### src/rtl/outport_pkg.sv
package outport_pkg;
   localparam int unsigned CMD_W    = 4;
   localparam logic [CMD_W-1:0] CMD_BITSET = 4'hE;
   localparam logic [CMD_W-1:0] CMD_BITCLR = 4'hF;

   typedef enum logic {
      SRC_REG = 1'b0,
      SRC_ALT = 1'b1
   } pin_src_e;
endpackage

### src/rtl/outport_cmd_decode.sv
module outport_cmd_decode
   import outport_pkg::*;
#(
   parameter int unsigned WIDTH  = 8,
   parameter int unsigned CODE_W = CMD_W
) (
   input  logic              valid,
   input  logic [CODE_W-1:0] code,
   input  logic [WIDTH-1:0]  data,
   output logic [WIDTH-1:0]  set_mask,
   output logic [WIDTH-1:0]  clr_mask
);
   logic is_set;
   logic is_clr;

   always_comb begin
      is_set   = valid && (code == CODE_W'(CMD_BITSET));
      is_clr   = valid && (code == CODE_W'(CMD_BITCLR));
      set_mask = is_set ? data : '0;
      clr_mask = is_clr ? data : '0;
   end
endmodule

### src/rtl/outport_bitreg.sv
module outport_bitreg #(
   parameter int unsigned WIDTH = 8
) (
   input  logic             clk,
   input  logic             rst_n,
   input  logic [WIDTH-1:0] set_mask,
   input  logic [WIDTH-1:0] clr_mask,
   output logic [WIDTH-1:0] reg_q
);
   logic [WIDTH-1:0] reg_d;

   always_comb begin
      reg_d = (reg_q | set_mask) & ~clr_mask;
   end

   always_ff @(posedge clk or negedge rst_n) begin
      if (!rst_n) reg_q <= '0;
      else        reg_q <= reg_d;
   end

   AST_SET_TAKES: assert property (@(posedge clk) disable iff (!rst_n)
      1'b1 |=> ((reg_q & $past(set_mask & ~clr_mask)) == $past(set_mask & ~clr_mask)))
      else $error("set bits not applied");
   AST_CLR_WINS: assert property (@(posedge clk) disable iff (!rst_n)
      1'b1 |=> ((reg_q & $past(clr_mask)) == '0))
      else $error("cleared bits still set");
   AST_IDLE_HOLD: assert property (@(posedge clk) disable iff (!rst_n)
      (set_mask == '0 && clr_mask == '0) |=> $stable(reg_q))
      else $error("register moved without command");
   AST_UNTOUCHED: assert property (@(posedge clk) disable iff (!rst_n)
      1'b1 |=> ((reg_q & ~$past(set_mask | clr_mask)) == ($past(reg_q) & ~$past(set_mask | clr_mask))))
      else $error("unmasked bit changed");
endmodule

### src/rtl/outport_pin_mux.sv
module outport_pin_mux
   import outport_pkg::*;
#(
   parameter int unsigned WIDTH    = 8,
   parameter int unsigned RTS_PINS = 2,
   localparam int unsigned ALT_W   = WIDTH - RTS_PINS
) (
   input  logic [WIDTH-1:0]    reg_q,
   input  logic [ALT_W-1:0]    alt_sel,
   input  logic [ALT_W-1:0]    alt_in,
   input  logic [RTS_PINS-1:0] rts_sel,
   input  logic [RTS_PINS-1:0] rts_n_in,
   output logic [WIDTH-1:0]    pin_out,
   output logic [WIDTH-1:0]    src_is_reg
);
   for (genvar i = 0; i < WIDTH; i++) begin : g_pin
      pin_src_e src;
      logic     alt_lvl;
      if (i < RTS_PINS) begin : g_rts
         assign src     = pin_src_e'(rts_sel[i]);
         assign alt_lvl = rts_n_in[i];
      end else begin : g_gen
         assign src     = pin_src_e'(alt_sel[i-RTS_PINS]);
         assign alt_lvl = alt_in[i-RTS_PINS];
      end
      assign src_is_reg[i] = (src == SRC_REG);
      assign pin_out[i]    = (src == SRC_REG) ? ~reg_q[i] : alt_lvl;
   end
endmodule

### src/rtl/outport_ctl.sv
module outport_ctl
   import outport_pkg::*;
#(
   parameter int unsigned WIDTH     = 8,
   parameter int unsigned NUM_LANES = 2,
   parameter int unsigned RTS_PINS  = 2,
   localparam int unsigned ALT_W    = WIDTH - RTS_PINS
) (
   input  logic                       clk,
   input  logic                       rst_n,
   input  logic [NUM_LANES-1:0]       cmd_valid,
   input  logic [NUM_LANES*CMD_W-1:0] cmd_code,
   input  logic [NUM_LANES*WIDTH-1:0] cmd_data,
   input  logic [ALT_W-1:0]           alt_sel,
   input  logic [ALT_W-1:0]           alt_in,
   input  logic [RTS_PINS-1:0]        rts_sel,
   input  logic [RTS_PINS-1:0]        rts_n_in,
   output logic [WIDTH-1:0]           pin_out,
   output logic [WIDTH-1:0]           reg_view
);
   if (WIDTH <= RTS_PINS) begin : g_bad_width
      $error("WIDTH must exceed RTS_PINS");
   end
   if (NUM_LANES < 1) begin : g_bad_lanes
      $error("NUM_LANES must be at least 1");
   end

   logic [WIDTH-1:0] lane_set [NUM_LANES];
   logic [WIDTH-1:0] lane_clr [NUM_LANES];
   logic [WIDTH-1:0] set_all;
   logic [WIDTH-1:0] clr_all;
   logic [WIDTH-1:0] reg_q;
   logic [WIDTH-1:0] src_is_reg;

   for (genvar l = 0; l < NUM_LANES; l++) begin : g_lane
      outport_cmd_decode #(.WIDTH(WIDTH), .CODE_W(CMD_W)) u_dec (
         .valid    (cmd_valid[l]),
         .code     (cmd_code[l*CMD_W +: CMD_W]),
         .data     (cmd_data[l*WIDTH +: WIDTH]),
         .set_mask (lane_set[l]),
         .clr_mask (lane_clr[l])
      );
   end

   always_comb begin
      set_all = '0;
      clr_all = '0;
      for (int l = 0; l < NUM_LANES; l++) begin
         set_all = set_all | lane_set[l];
         clr_all = clr_all | lane_clr[l];
      end
   end

   outport_bitreg #(.WIDTH(WIDTH)) u_reg (
      .clk      (clk),
      .rst_n    (rst_n),
      .set_mask (set_all),
      .clr_mask (clr_all),
      .reg_q    (reg_q)
   );

   outport_pin_mux #(.WIDTH(WIDTH), .RTS_PINS(RTS_PINS)) u_mux (
      .reg_q      (reg_q),
      .alt_sel    (alt_sel),
      .alt_in     (alt_in),
      .rts_sel    (rts_sel),
      .rts_n_in   (rts_n_in),
      .pin_out    (pin_out),
      .src_is_reg (src_is_reg)
   );

   assign reg_view = reg_q;

   for (genvar i = 0; i < WIDTH; i++) begin : g_pin_chk
      AST_PIN_LOW_AFTER_SET: assert property (@(posedge clk) disable iff (!rst_n)
         (set_all[i] && !clr_all[i]) |=> (!src_is_reg[i] || !pin_out[i]))
         else $error("pin not driven low after set");
      AST_PIN_HIGH_AFTER_CLR: assert property (@(posedge clk) disable iff (!rst_n)
         clr_all[i] |=> (!src_is_reg[i] || pin_out[i]))
         else $error("pin not driven high after clear");
   end
endmodule

### config.mk
export PLATFORM = sky130hd
export DESIGN_NAME = outport_ctl
export DESIGN_NICKNAME = d
export VERILOG_FILES = /design/src/rtl/outport_pkg.sv /design/src/rtl/outport_cmd_decode.sv /design/src/rtl/outport_bitreg.sv /design/src/rtl/outport_pin_mux.sv /design/src/rtl/outport_ctl.sv
export SDC_FILE = /design/constraint.sdc
export NUM_CORES = 1
export LEC_CHECK = 0
export BUFFER_PORTS_ARGS = -buffer_cell sky130_fd_sc_hd__buf_2
export CAP_MARGIN = 30
export CORE_AREA = 2 2 45 47
export CTS_BUF_LIST = sky130_fd_sc_hd__clkbuf_4 sky130_fd_sc_hd__clkbuf_8
export DETAILED_ROUTE_END_ITERATION = 10
export DIE_AREA = 0 0 47 49
export PLACE_DENSITY = 0.86
export SLEW_MARGIN = 5
export SYNTH_ARGS = -nofsm -noshare
export SYNTH_HDL_FRONTEND = slang
export SYNTH_SLANG_ARGS = --single-unit
### constraint.sdc
create_clock -name clk -period 1.02 [get_ports clk]
set_input_delay 0.051 -clock clk [delete_from_list [all_inputs] [get_ports clk]]
set_output_delay 0.051 -clock clk [all_outputs]
set_load 0.01 [all_outputs]
Word-level counts from Yosys, hierarchy flattened
Index checks and enable logic that the tools add are counted.
Word-level totals
  flip-flop bits (word level): 8
  bits in latches: 0
  memory bits (writable): 0
  bits in read-only memories: 0
  input port bits: 44
  memories kept: 0
Cells by class
  add/sub/neg operators: 0
  $mul: 0
  divide/modulo/power cells: 0
  order comparisons: 0
  equal/unequal tests: 4
  shift operators: 0
  mux-type cells: 12
  bitwise operators: 13
  reductions and logical operators: 4
Operators with widths (number)
  $mux 8: 4
  $or 8x8->8: 3
  $eq 4x4->1 const B: 4
  $and 8x8->8: 1
  $mux 1: 8
  $not 1->1: 8
  $not 8->8: 1
  $logic_and 1x1->1: 4

Logic depth before layout (Yosys ltp)
  word-level depth: 6
  depth in mapped cells: 5

Hierarchy
Synthesis repeated with hierarchy kept, for this count alone.
Second synthesis, totals
  cell total of the unflattened synthesis: 114
  area, all modules: 784.5 um2
By module, submodules not included
  outport_cmd_decode: times used 2, cells an instance 29, area an instance 145.1 um2, sequential area each 0.0 um2
  outport_bitreg: times used 1, cells an instance 16, area an instance 280.3 um2, sequential area each 200.2 um2
  outport_pin_mux: times used 1, cells an instance 24, area an instance 113.9 um2, sequential area each 0.0 um2
  outport_ctl: times used 1, cells an instance 16, area an instance 100.1 um2, sequential area each 0.0 um2

Least setup slack after synthesis
Ideal clock, no wire load.
  path kind: in2reg
  start: input cmd_code[2]
  end: register u_reg.reg_q[0]
  library setup time: 0.094 ns
  arrival: 0.855 ns
  required time: 0.926 ns
  setup slack: 0.071 ns
  stages: 5
  path through: and4_4 -> buf_6 -> and2_4 -> buf_6 -> a221oi_2
On the way
  longest elaborated chain between the ends: 6
  elaborated cells between the ends (all ways): 11
  those cells by class: eq/ne (2); mux (2); bitwise (5); reduce/logical (2)
RTL lines
  from (decl): line outport_ctl.sv:12  | input logic [NUM_LANES*CMD_W-1:0] cmd_code,
  $eq 4x4->1, on equally long branches: line outport_cmd_decode.sv:17, outport_cmd_decode.sv:18
  $logic_and 1x1->1, on equally long branches: line outport_cmd_decode.sv:17, outport_cmd_decode.sv:18
  $mux 8, on equally long branches: line outport_cmd_decode.sv:19, outport_cmd_decode.sv:20
  $or 8x8->8, on equally long branches: line outport_ctl.sv:49, outport_ctl.sv:50
  $or 8x8->8 / $not 8->8 (equally long branches): line outport_bitreg.sv:13  | reg_d = (reg_q | set_mask) & ~clr_mask;
  $and 8x8->8 (*): line outport_bitreg.sv:13
  named net u_reg.reg_d[0]: line outport_bitreg.sv:10  | logic [WIDTH-1:0] reg_d;
  to (signal assigned): line outport_bitreg.sv:18  | else reg_q <= reg_d;
  to (decl): line outport_bitreg.sv:8  | output logic [WIDTH-1:0] reg_q
Mark *: on every way through the listed nets, which the timed path passes. The rest lies on a longest branch.

Worst setup path after layout
  start: register u_reg.reg_q[3]
  end: output pin_out[3]
On the way
  longest elaborated chain between the ends: 2
RTL lines
  $not 1->1: line outport_pin_mux.sv:27  | assign pin_out[i] = (src == SRC_REG) ? ~reg_q[i] : alt_lvl;
  $mux 1: line outport_pin_mux.sv:27
  to (decl): line outport_ctl.sv:18  | output logic [WIDTH-1:0] pin_out,
No other way between the ends.

==> impl_metrics.py <==
metrics = {
    "outcome": {
        "status": "finished clean",
    },
    "power": {
        "power_leakage_uw": 0.000543,
        "ir_worst_vdd_uv": 752,
        "p_total_uw": 1320,
        "p_per_area_nw_per_um2": 1240,
    },
    "clock_tree": {
        "cts.sinks": 8,
        "insertion_delay_ns": 0.26,
        "cts_buffers": 3,
        "path_clk_slew_ns": 0.06,
        "clk_path_buf_depth": 2,
        "cts_tree": "done",
        "cts-root-buf": "clkbuf_4",
        "htree_levels": 1,
    },
    "critical_path": {
        "slowest_stage": "dfrtp_1",
        "worstPathArrival_ns": 0.95,
        "cp.required_ns": 0.97,
        "critPathLaunchType": "flop",
        "worstPathCellList": "o21ai_0 > buf_2",
        "crit_fanout": 3,
        "end_kind": "output pin",
        "path_class": "reg2out",
        "path_buf_inv": 1,
        "critPathTopFamily": "flip-flops",
        "critPathMaxStageDelay_ns": 0.40,
    },
    "yosys": {
        "synth_area_um2": 628,
        "ys_seq_area_share_pct": 31.9,
        "ys_types": 15,
        "synth_flop_cell": "dfrtp_1",
        "yosysTopAreaCell": "dfrtp_1",
        "synth_top_area_share_pct": 31.9,
        "avgSynthCellArea_um2": 9.52,
        "synth_warnings": 0,
        "ys_ff_latch": 8,
        "synth.most_common_cell": "and3_1",
        "async_flop_share_pct": 100,
        "syn-num-nets": 110,
        "postSynthCellCount": 66,
        "synth.top_cells.by_area": "dfrtp_1, a221oi_2, nand3b_1",
        "synth-edff-count": 0,
    },
    "global_route": {
        "grt-ovfl-total": 0,
        "grt_pass1_wl_um": 3020,
        "grt_start_max_net_pins": 11,
        "grt_antenna_before_repair": 0,
        "first_global_vias": 782,
        "grtUsageTotal_pct": 17.8,
    },
    "timing": {
        "grt_setup_unrepaired": "true",
        "hold_violations": 0,
        "slew_headroom_pct": 78.2,
        "setup_viol": 0,
        "timing.final.ws_setup_ns": 0.0219,
        "fmax_mhz": 1000,
        "finalClockSkew_ns": 0,
        "setup-tns-final_ns": 0,
        "min_period_over_period_pct": 97.9,
        "min_period_ns": 0.998,
        "tightest_slew_ns": 0.327,
        "maxSlewViolCount": 0,
    },
    "final_layout": {
        "final_nets": 183,
        "reg.largest.list": "u_reg.reg_q x8",
        "nFillCells": 184,
        "largest_reg_flops": 8,
        "drive_gt1_share_pct": 56.2,
        "area_growth_pct": 70.1,
        "n_antenna_cell": 0,
        "post-route-cell-area_um2": 1070,
        "final_util_pct": 58.0,
        "top_register": "u_reg.reg_q",
    },
    "die": {
        "chipWidth_um": 47,
        "io_pins": 60,
        "rows": 16,
        "start_util_pct": 34.1,
        "core-area_um2": 1840,
        "die_y_um": 49,
        "die_area_um2": 2300,
    },
    "routing": {
        "ant_nets": 0,
        "drt-pass1-iter-count": 4,
        "routed_wl_um": 1990,
        "wire_per_inst_um": 12.1,
        "drt_iter0_drc": 11,
        "drcViolationCount": 0,
        "via_per_inst": 4.99,
        "vias": 819,
    },
    "placed_design": {
        "gp_congestion": 0.672,
        "port-buffer-count": 59,
        "pre_cts_ws_ns": 0.0654,
        "detailedPlacementHpwl_um": 1540,
        "placed_cell_area_um2": 948,
    },
    "worst_hold_path": {
        "min_path_type": "in2reg",
    },
    "run": {
        "max_cap_viol_count": 0,
    },
}
[placed cells by master, fill, tap and decap left out]
cell type,netlist,layout
dfrtp_1,8,8
nand3b_1,8,8
buf_2,1,59
o21ai_0,8,2
o21ai_1,0,6
and2_0,1,1
nor2b_1,1,1
and3_1,9,9
a221oi_2,8,8
nand2_1,8,8
buf_4,1,5
and2_4,1,1
dlygate4sd3_1,0,9
clkbuf_4,0,3
and4_4,1,1
a31oi_1,8,8
[logic make-up (layout without fill, tap and decap cells)]
| logic type | Yosys count | after routing | synth area share (%) |
|---|---|---|---|
| compound gates | 24 | 24 | 33.5 |
| flops | 8 | 8 | 31.9 |
| buf+inv | 5 | 76 | 6.17 |
| simple gates | 29 | 29 | 28.5 |
[final cells by class]
cell class / count / area (um2) / share of cell area, %
clock buffers: 3 / 22.5 / 2.11
repair buffers: 73 / 423 / 39.6
multi-input cells: 53 / 389 / 36.4
flip-flops and latches: 8 / 200 / 18.7
well taps: 27 / 33.8 / 3.16
[through the flow]
step | hold slack, ns | std cells
final | 0.0933 | 164
after global routing | 0.102 | 164
after CTS | 0.0960 | 163
after detailed placement | -0.0915 | 151
after global placement | -0.104 | 151
after floorplan | -0.245 | 66
[final timing paths]
check                      slack [ns]             end           start  cells after the start
setup reg to reg                 0.12  u_reg.reg_q[3]  u_reg.reg_q[3]                      3
hold / removal                   0.09  u_reg.reg_q[3]    cmd_data[11]                      3
hold reg to reg                  0.68  u_reg.reg_q[7]  u_reg.reg_q[7]                      2
max in group asynchronous        0.67  u_reg.reg_q[7]           rst_n                      2
setup / recovery                 0.02      pin_out[3]  u_reg.reg_q[3]                      2
min in group asynchronous        0.18  u_reg.reg_q[0]           rst_n                      2
[report_power, final]
group          switching [uW]  leakage (uW)  internal [uW]  total [uW]
Clock                     119     0.0000138            135         255
Combinational             269      0.000433            326         594
Sequential               67.1     0.0000962            403         470
Total                     455      0.000543            865        1320
[timing repair]
action	in CTS	in global routing
hold endpoints to repair	16	0
hold buffers	9	0
pin swaps	0	3
resized for setup	1	5
buffers inserted	0	1
endpoints found under the setup margin	1	7
[layer usage]
layer	global-route usage [%]	up-vias	share of wire (%)
met4	6.94	0	1.4
met5	0	-	0
li1	-	405	-
met3	3.70	3	10
met1	19.2	362	39
met2	31.7	49	50
[worst register-to-register path: stages (launching register included)]
cell and delay [ns]:
dfrtp_1 0.40, buf_4 0.14, a31oi_1 0.17, a221oi_2 0.08
Note: power is estimated with default switching activity, not from simulation.
